==> config.mk <==
export PLATFORM = sky130hd
export DESIGN_NAME = tdma_bus_engine
export DESIGN_NICKNAME = d
export VERILOG_FILES = /design/src/rtl/tdma_pkg.sv /design/src/rtl/tdma_slot_timer.sv /design/src/rtl/tdma_tx_fsm.sv /design/src/rtl/tdma_rx_filter.sv /design/src/rtl/tdma_bus_engine.sv
export SDC_FILE = /design/constraint.sdc
export NUM_CORES = 1
export LEC_CHECK = 0
export ABC_AREA = 1
export BUFFER_PORTS_ARGS = -buffer_cell sky130_fd_sc_hd__clkbuf_2
export CORE_MARGIN = 1.5
export CORE_UTILIZATION = 45
export DETAILED_ROUTE_END_ITERATION = 10
export HOLD_SLACK_MARGIN = 0.06
export PLACE_DENSITY = 0.79
export REMOVE_ABC_BUFFERS = 1
export SLEW_MARGIN = 20
export SYNTH_ARGS = -nofsm -noshare
export SYNTH_HDL_FRONTEND = slang
export SYNTH_SLANG_ARGS = --single-unit
==> constraint.sdc <==
create_clock -name clk -period 1.5 [get_ports clk]
set_input_delay 0.45 -clock clk [delete_from_list [all_inputs] [get_ports clk]]
set_output_delay 0.45 -clock clk [all_outputs]
set_load 0.1 [all_outputs]
==> src/rtl/tdma_pkg.sv <==
`timescale 1ns/1ps
package tdma_pkg;
    typedef enum logic [1:0] {
        TX_IDLE  = 2'd0,
        TX_HOLD  = 2'd1,
        TX_DRIVE = 2'd2
    } tx_state_e;
endpackage

==> src/rtl/tdma_slot_timer.sv <==
`timescale 1ns/1ps
module tdma_slot_timer #(
    parameter int SLOT_W = 4,
    parameter int CFG_W  = 12
) (
    input  logic              clk,
    input  logic              rst_n,
    input  logic [CFG_W-1:0]  cfg_word,
    input  logic [SLOT_W-1:0] cfg_total,
    output logic [SLOT_W-1:0] slot_idx,
    output logic              slot_phase,
    output logic              slot_end,
    output logic [SLOT_W-1:0] next_idx
);
    logic [CFG_W-1:0]  cfg_prev;
    logic              primed;
    logic              restart_pend;
    logic              cfg_change;
    logic [SLOT_W-1:0] last_idx;

    assign cfg_change = primed && (cfg_word != cfg_prev);
    assign last_idx   = cfg_total - SLOT_W'(1);
    assign slot_end   = slot_phase;
    assign next_idx   = (restart_pend || cfg_change || slot_idx == last_idx)
                        ? '0 : slot_idx + SLOT_W'(1);

    always_ff @(posedge clk or negedge rst_n) begin
        if (!rst_n) begin
            slot_phase   <= 1'b0;
            slot_idx     <= '0;
            cfg_prev     <= '0;
            primed       <= 1'b0;
            restart_pend <= 1'b0;
        end else begin
            slot_phase <= ~slot_phase;
            cfg_prev   <= cfg_word;
            primed     <= 1'b1;
            if (slot_end) begin
                slot_idx     <= next_idx;
                restart_pend <= 1'b0;
            end else if (cfg_change) begin
                restart_pend <= 1'b1;
            end
        end
    end
endmodule

==> src/rtl/tdma_tx_fsm.sv <==
`timescale 1ns/1ps
module tdma_tx_fsm
    import tdma_pkg::*;
#(
    parameter int PKT_W  = 24,
    parameter int SLOT_W = 4
) (
    input  logic              clk,
    input  logic              rst_n,
    input  logic              slot_end,
    input  logic [SLOT_W-1:0] next_idx,
    input  logic [SLOT_W-1:0] my_slot,
    input  logic              tx_empty,
    input  logic [PKT_W-1:0]  tx_head,
    output logic              tx_pop,
    output logic              bus_oe,
    output logic              bus_valid,
    output logic [PKT_W-1:0]  bus_data
);
    tx_state_e        state_q, state_d;
    logic [PKT_W-1:0] pkt_q;

    always_ff @(posedge clk or negedge rst_n) begin
        if (!rst_n) begin
            state_q <= TX_IDLE;
            pkt_q   <= '0;
        end else begin
            state_q <= state_d;
            if (tx_pop) pkt_q <= tx_head;
        end
    end

    always_comb begin
        state_d = state_q;
        unique case (state_q)
            TX_IDLE:  if (!tx_empty) state_d = TX_HOLD;
            TX_HOLD:  if (slot_end && next_idx == my_slot) state_d = TX_DRIVE;
            TX_DRIVE: if (slot_end) state_d = TX_IDLE;
            default:  state_d = TX_IDLE;
        endcase
    end

    always_comb begin
        tx_pop    = (state_q == TX_IDLE) && !tx_empty;
        bus_oe    = (state_q == TX_DRIVE);
        bus_valid = (state_q == TX_DRIVE);
        bus_data  = (state_q == TX_DRIVE) ? pkt_q : '0;
    end
endmodule

==> src/rtl/tdma_rx_filter.sv <==
`timescale 1ns/1ps
module tdma_rx_filter #(
    parameter int PKT_W = 24,
    parameter int ID_W  = 4
) (
    input  logic             clk,
    input  logic             rst_n,
    input  logic             slot_start,
    input  logic [ID_W-1:0]  my_addr,
    input  logic [PKT_W-1:0] bus_in_data,
    input  logic             bus_in_valid,
    input  logic             rx_full,
    output logic             rx_push,
    output logic [PKT_W-1:0] rx_data,
    output logic             rx_overflow
);
    localparam int DST_LO = PKT_W - ID_W;
    localparam int SRC_LO = PKT_W - 2 * ID_W;

    logic [ID_W-1:0] dst_id, src_id;
    logic            hit;

    assign dst_id = bus_in_data[PKT_W-1:DST_LO];
    assign src_id = bus_in_data[DST_LO-1:SRC_LO];
    assign hit    = slot_start && bus_in_valid
                    && ((dst_id == my_addr) || (dst_id == {ID_W{1'b1}}))
                    && (src_id != my_addr);

    always_ff @(posedge clk or negedge rst_n) begin
        if (!rst_n) begin
            rx_push     <= 1'b0;
            rx_data     <= '0;
            rx_overflow <= 1'b0;
        end else begin
            rx_push <= 1'b0;
            if (hit) begin
                if (rx_full) begin
                    rx_overflow <= 1'b1;
                end else begin
                    rx_push <= 1'b1;
                    rx_data <= bus_in_data;
                end
            end
        end
    end
endmodule

==> src/rtl/tdma_bus_engine.sv <==
`timescale 1ns/1ps
module tdma_bus_engine #(
    parameter int PKT_W  = 24,
    parameter int ID_W   = 4,
    parameter int SLOT_W = 4
) (
    input  logic              clk,
    input  logic              rst_n,
    input  logic [ID_W-1:0]   cfg_addr,
    input  logic [SLOT_W-1:0] cfg_slot,
    input  logic [SLOT_W-1:0] cfg_total,
    input  logic              tx_empty,
    input  logic [PKT_W-1:0]  tx_head,
    output logic              tx_pop,
    input  logic [PKT_W-1:0]  bus_in_data,
    input  logic              bus_in_valid,
    output logic [PKT_W-1:0]  bus_out_data,
    output logic              bus_out_valid,
    output logic              bus_oe,
    input  logic              rx_full,
    output logic              rx_push,
    output logic [PKT_W-1:0]  rx_data,
    output logic              rx_overflow
);
    localparam int CFG_W = ID_W + 2 * SLOT_W;

    logic [SLOT_W-1:0] slot_idx, next_idx;
    logic              slot_phase, slot_end;

    tdma_slot_timer #(.SLOT_W(SLOT_W), .CFG_W(CFG_W)) u_timer (
        .clk        (clk),
        .rst_n      (rst_n),
        .cfg_word   ({cfg_addr, cfg_slot, cfg_total}),
        .cfg_total  (cfg_total),
        .slot_idx   (slot_idx),
        .slot_phase (slot_phase),
        .slot_end   (slot_end),
        .next_idx   (next_idx)
    );

    tdma_tx_fsm #(.PKT_W(PKT_W), .SLOT_W(SLOT_W)) u_tx (
        .clk       (clk),
        .rst_n     (rst_n),
        .slot_end  (slot_end),
        .next_idx  (next_idx),
        .my_slot   (cfg_slot),
        .tx_empty  (tx_empty),
        .tx_head   (tx_head),
        .tx_pop    (tx_pop),
        .bus_oe    (bus_oe),
        .bus_valid (bus_out_valid),
        .bus_data  (bus_out_data)
    );

    tdma_rx_filter #(.PKT_W(PKT_W), .ID_W(ID_W)) u_rx (
        .clk          (clk),
        .rst_n        (rst_n),
        .slot_start   (~slot_phase),
        .my_addr      (cfg_addr),
        .bus_in_data  (bus_in_data),
        .bus_in_valid (bus_in_valid),
        .rx_full      (rx_full),
        .rx_push      (rx_push),
        .rx_data      (rx_data),
        .rx_overflow  (rx_overflow)
    );
endmodule

### Word-level counts from Yosys, hierarchy flattened

Cells that the tools add are included.
Widths: inputs -> output; s select.

| operators by class | value |
|---|---|
| add/sub/neg operators | 2 |
| equality and inequality tests | 11 |
| bitwise gates (word level) | 2 |
| mux-type cells | 10 |
| reduce and logical (&&, ||, !) cells | 15 |

Operator list:

| cell | number |
|---|---|
| $mux 24 | 1 |
| $eq 4x4->1 | 3 |
| $ne 12x12->1 | 1 |
| $logic_and 1x1->1 | 6 |
| $mux 2 | 3 |
| $pmux 2 s3 | 1 |
| $add 4x1->4 const B | 1 |
| $eq 4x4->1 const B | 1 |
| $mux 1 | 4 |
| $mux 4 | 1 |
| $ne 2x1->1 const B | 2 |
| $ne 4x4->1 | 1 |
| $reduce_and 2->1 | 2 |
| $sub 4x1->4 const B | 1 |
| $logic_or 1x1->1 | 3 |
| $reduce_and 3->1 | 1 |
| $eq 2x1->1 const B | 1 |
| $eq 2x2->1 const B | 1 |
| $logic_not 2->1 | 1 |
| $ne 2x2->1 const B | 1 |
| $not 1->1 | 2 |
| $reduce_bool 2->1 | 1 |
| $logic_not 1->1 | 1 |

| word-level totals | value |
|---|---|
| register bits after elaboration | 71 |
| output and inout bits | 53 |

### Depth between registers and ports, before layout

| depth | value |
|---|---|
| depth after elaboration | 9 |
| gate-level depth with buffers | 15 |

### Cells and area by module

A second synthesis with hierarchy kept.

| unflattened totals | value |
|---|---|
| cell total of the unflattened synthesis | 425 |
| area, all modules | 3485.8 um2 |

Modules (own cells, without submodules):

| module | cells each | area an instance (um2) | instances |
|---|---|---|---|
| tdma_tx_fsm | 167 | 1293.7 | 1 |
| tdma_rx_filter | 156 | 1258.7 | 1 |
| tdma_slot_timer | 101 | 929.6 | 1 |
| tdma_bus_engine | 1 | 3.8 | 1 |

### Worst setup path before layout

OpenSTA, ideal clock, no wires.

| timing | value |
|---|---|
| path type | register -> output |
| start point | register u_tx.state_q[0] |
| end point | output bus_out_data[10] |
| data required time | 1050 ps |
| buffers on the path | 1 |
| arrival time | 3590 ps |
| setup slack | -2540 ps |
| cell stages (with the launch flop) | 5 |
| path through | dfrtp_1 -> nor2_1 -> inv_1 -> clkbuf_1 -> nor2_1 |

| on the way | value |
|---|---|
| word-level cells in the longest chain between the ends | 2 |

Ends and longest elaborated chain:

| what | line | text |
|---|---|---|
| start: declaration | tdma_tx_fsm.sv:20 | `tx_state_e state_q, state_d;` |
| start signal: assignment | tdma_tx_fsm.sv:28 | `state_q <= state_d;` |
| $eq 2x2->1 | -- |  |
| via bus_oe | tdma_bus_engine.sv:19 | `output logic bus_oe,` |
| $mux 24 | tdma_tx_fsm.sv:47 | `bus_data = (state_q == TX_DRIVE) ? pkt_q : '0;` |
| end: declaration | tdma_bus_engine.sv:17 | `output logic [PKT_W-1:0] bus_out_data,` |

The timed path passes the listed nets, and every way through them passes these cells.

### Worst setup path after layout

| timing | value |
|---|---|
| start point | register u_timer.cfg_prev[10] |
| end point | register u_tx.state_q[0] |

| on the way | value |
|---|---|
| word-level cells in the longest chain between the ends | 9 |

Ends and longest elaborated chain:

| what | line | text |
|---|---|---|
| start: declaration | tdma_slot_timer.sv:15 | `logic [CFG_W-1:0] cfg_prev;` |
| start signal: assignment | tdma_slot_timer.sv:36 | `cfg_prev <= cfg_word;` |
| $ne 12x12->1 | tdma_slot_timer.sv:21 | `assign cfg_change = primed && (cfg_word != cfg_prev);` |
| $logic_and 1x1->1 | tdma_slot_timer.sv:21 |  |
| $logic_or 1x1->1 (2 in a row) | tdma_slot_timer.sv:24 | `assign next_idx = (restart_pend \|\| cfg_change \|\| slot_idx == last_idx)` |
| $mux 4 | tdma_slot_timer.sv:25 | `? '0 : slot_idx + SLOT_W'(1);` |
| $eq 4x4->1 | tdma_tx_fsm.sv:37 | `TX_HOLD: if (slot_end && next_idx == my_slot) state_d = TX_DRIVE;` |
| $logic_and 1x1->1 | tdma_tx_fsm.sv:37 |  |
| $ne 2x1->1 (no source line) | -- |  |
| $reduce_and 3->1 (no source line) | -- |  |

No other way between the ends.
A chain may end at the register's enable or synchronous reset.

==> impl_metrics.csv <==
group,metric,value,unit
outcome,status,"finished, violations left",
outcome,failed_checks,"negative setup slack",
floorplan,core,6870,sq um
worst_setup_path,cp_slowest_stage_delay,0.43,ns
placed_design,dpl_cell_area,5000,sq um
worst_setup_path,r2r_cells,14,
global_routing,grt_usage,33.9,%
sta,rsz0062_at_grt,"true",
worst_setup_path,criticalPathCategory,"reg2reg",
cells_and_area,drive_above_1_share,52.7,%
sta,skew,0.00862,ns
global_routing,grt-ovfl-total,0,
power,p_seq_share,32.7,%
power,ir_worst_vdd,856,uV
floorplan,start_util,47.3,%
detailed_routing,first_pass_iters,5,
run,cap_violations,0,
detailed_routing,num_vias,3789,
clocking,htreeDepth,3,
global_routing,grt_first_pass_wirelength,19.3,mm
detailed_routing,route.layer.met1.wl,4.81,mm
floorplan,row_count,30,
floorplan,dieHeight,88.0,microns
sta,fin_crit_sh,143,%
sta,worst_slack,-0.647,ns
clocking,clk_pin_slew,0.09,ns
clocking,cts_sinks,71,
power,power_density,1370,nW/um^2
worst_setup_path,cp-startpoint,"u_timer.cfg_prev[10]",
worst_setup_path,endpoint_kind,"flop",
clocking,numCtsBuffers,9,
detailed_routing,drtIter0Drc,267,
floorplan,fp.dieArea,7740,sq um
detailed_routing,via_per_inst,5.73,
detailed_routing,top_layer_used,"met5",
power,p_int,0.00470,W
clocking,root_buffer,"clkbuf_8",
worst_hold_path,hold_class,"in2async",
global_routing,grt_max_degree,72,
detailed_routing,drc,0,
cells_and_area,nets,627,
logic_synthesis,synth_cells,388,
floorplan,boundaryPins,118,
logic_synthesis,synth_warnings,0,
worst_setup_path,r2r_start,"u_timer.cfg_prev[10]",
placed_design,place_congestion,0.893,
global_routing,first_global_vias,3772,
cells_and_area,area_growth,90.3,%
cells_and_area,diodes,0,
global_routing,antenna_found_initial,2,
power,pwr-share-clk,20.7,%
detailed_routing,antenna_left,0,
sta,min_period,2.15,ns
sta,max_freq,466,MHz
worst_setup_path,r2r_end,"u_tx.state_q[0]",
clocking,cts_tree,"yes",
worst_setup_path,crit_arrival,2.40,ns
worst_setup_path,start_kind,"flop",
power,total_power,0.00849,W
cells_and_area,multi_input_area,1770,sq um
detailed_routing,wl,15.2,mm
cells_and_area,stdcell_area,6180,sq um
logic_synthesis,ys_ff_latch,71,
clocking,cts_buffer_depth,2,
cells_and_area,regArea,1780,sq um
worst_setup_path,cp_max_fo,5,
clocking,clk_latency,0.37,ns
placed_design,portBuffers,117,
logic_synthesis,synthDistinctLibCells,22,
placed_design,dp_hpwl,6.85,mm
detailed_routing,route.met3.wl,1.14,mm
floorplan,die_w,88.0,microns
cells_and_area,fillCellCount,259,
detailed_routing,wl_per_cell,23.0,microns
logic_synthesis,syn_area_per_cell,8.37,sq um
worst_setup_path,cp_data_required_time,1.76,ns
power,p_switching,0.00380,W
power,combPwrFrac,46.6,%
worst_setup_path,regToRegSetupSlack,-0.65,ns
worst_setup_path,timing.critical_path.slowest_stage_cell,"dfrtp_1",
logic_synthesis,syn_area,3250,sq um
sta,setup_viol,84,
power,swShare,44.7,%
logic_synthesis,ys_seq_area_share,54.7,%
worst_setup_path,crit_chain,"inv_2, nand2_1, nand2_1, nand2_1, nor2_2, nand3_2, a21oi_4, nand3_2, nand2_1, nand2_1, nor2_2, nand2_1, nand2_1, nand2_1",
sta,drv_slew,0,
power,leakage,3.10,nW
worst_setup_path,crit_top_cell,"nand2_1",
sta,finalHoldViolCount,0,
detailed_routing,wl_met2,7.87,mm
cells in the mapped netlist:
cell,n,area (sq um)
o21ai_0,53,265
buf_4,1,7.51
nand2_1,115,432
ha_1,2,25.0
dfrtp_1,71,1780
o21bai_1,1,7.51
xor2_1,9,78.8
clkbuf_1,12,45.0
o41ai_2,1,16.3
nand4_2,1,12.5
nand2_2,2,12.5
nor3_1,1,5.00
inv_1,49,184
a21oi_2,1,8.76
nand4_1,8,50.1
nor2_4,1,11.3
inv_2,1,3.75
xnor2_1,13,114
nor2_1,39,146
conb_1,1,3.75
nand3_1,4,20.0
buf_6,2,22.5
sequential cells by signal, summed over array words and instances, names as in the netlist:
signal and cells:
u_rx.rx_push 1, u_rx.rx_data 24, u_rx.rx_overflow 1, u_tx.pkt_q 24, u_timer.cfg_prev 12, u_timer.primed 1, u_timer.slot_end 1, u_timer.slot_idx 4
u_timer.restart_pend 1, u_tx.state_q 2
through the flow:
stage                     instances  TNS, ns  setup slack (ns)  hold slack [ns]  utilization, %
final                           661   -22.53            -0.647           0.0801            90.0
after global routing            661   -26.91            -0.702            0.129            90.0
after CTS                       651   -16.73            -0.393            0.143            83.4
after detailed placement        622   -16.65            -0.707            0.412            72.8
after global placement          622   -13.48            -0.544            0.405            72.8
after floorplan                 373  -178.59             -4.54            0.154               -
power groups by stage:
| stage | Combinational (W) | Clock [W] | Sequential (W) |
|---|---|---|---|
| floorplan | 0.000744 | 0 | 0.00382 |
| global placement | 0.00314 | 0 | 0.00270 |
| detailed placement | 0.00324 | 0 | 0.00274 |
| CTS | 0.00350 | 0.00164 | 0.00271 |
| global route | 0.00409 | 0.00182 | 0.00280 |
| finish | 0.00396 | 0.00176 | 0.00278 |
worst max-delay path by stage:
| stage | endpoint | slack (ns) | cells after the start |
|---|---|---|---|
| after floorplan | bus_out_data[0] | -4.54 | 4 |
| after global placement | u_tx.state_q[0] | -0.54 | 15 |
| after detailed placement | u_tx.state_q[0] | -0.71 | 15 |
| after CTS | bus_out_data[11] | -0.39 | 5 |
| after global routing | u_tx.state_q[0] | -0.70 | 14 |
| final | u_tx.state_q[0] | -0.65 | 14 |
routing by layer:
layer  track usage [%]  vias to the layer above
met5                 0                        -
met4              24.5                        4
met3              6.31                      111
met2              60.8                      315
met1              35.3                     1808
li1                  -                     1551
placed cells by master (no fill, tap or decap), types with 18 or more instances in the layout:
master,synthesis,final
buf_12,0,59
buf_4,1,33
clkbuf_2,0,58
dfrtp_1,71,71
inv_1,49,44
nand2_1,115,70
nand2_2,2,26
nand2_4,0,21
nor2_4,1,29
o21ai_0,53,25
o21ai_1,0,18
area by class of cell:
cell class / count / share of cell area (%)
timing repair buffer: 176 / 34.3
sequential: 71 / 28.7
multi-input combinational: 252 / 28.6
inverter: 50 / 3.08
clock buffer: 12 / 2.19
tap: 96 / 1.94
clock inverter: 4 / 1.13
timing repair:
action | in CTS | in global routing
resized for setup | 105 | 112
buffers inserted | 9 | 7
endpoints found under the setup margin | 69 | 77
pin swaps | 10 | 20
hold buffers | 0 | 0
hold endpoints to repair | 0 | 0
cloned | 5 | 4
logic make-up (layout without fill, tap and decap cells):
group / Yosys count / in the layout / synth area share [%]
buffers and inverters: 65 / 242 / 8.09
AND/OR/NAND/NOR: 171 / 171 / 21.2
XOR/XNOR: 22 / 22 / 5.93
AO/OA/AOI/OAI: 56 / 56 / 9.17
flip-flops: 71 / 71 / 54.7
adder cells (fa/ha/maj): 2 / 2 / 0.770
other: 1 / 1 / 0.115
critical path, delay by kind of cell, from the launching register on:
kind | cells | cell delay [ns]
buffers and inverters | 1 | 0.09
flip-flops | 1 | 0.43
AND/OR/NAND/NOR | 12 | 1.26
AO/OA/AOI/OAI | 1 | 0.26
Power figures use the tool's default switching activity.
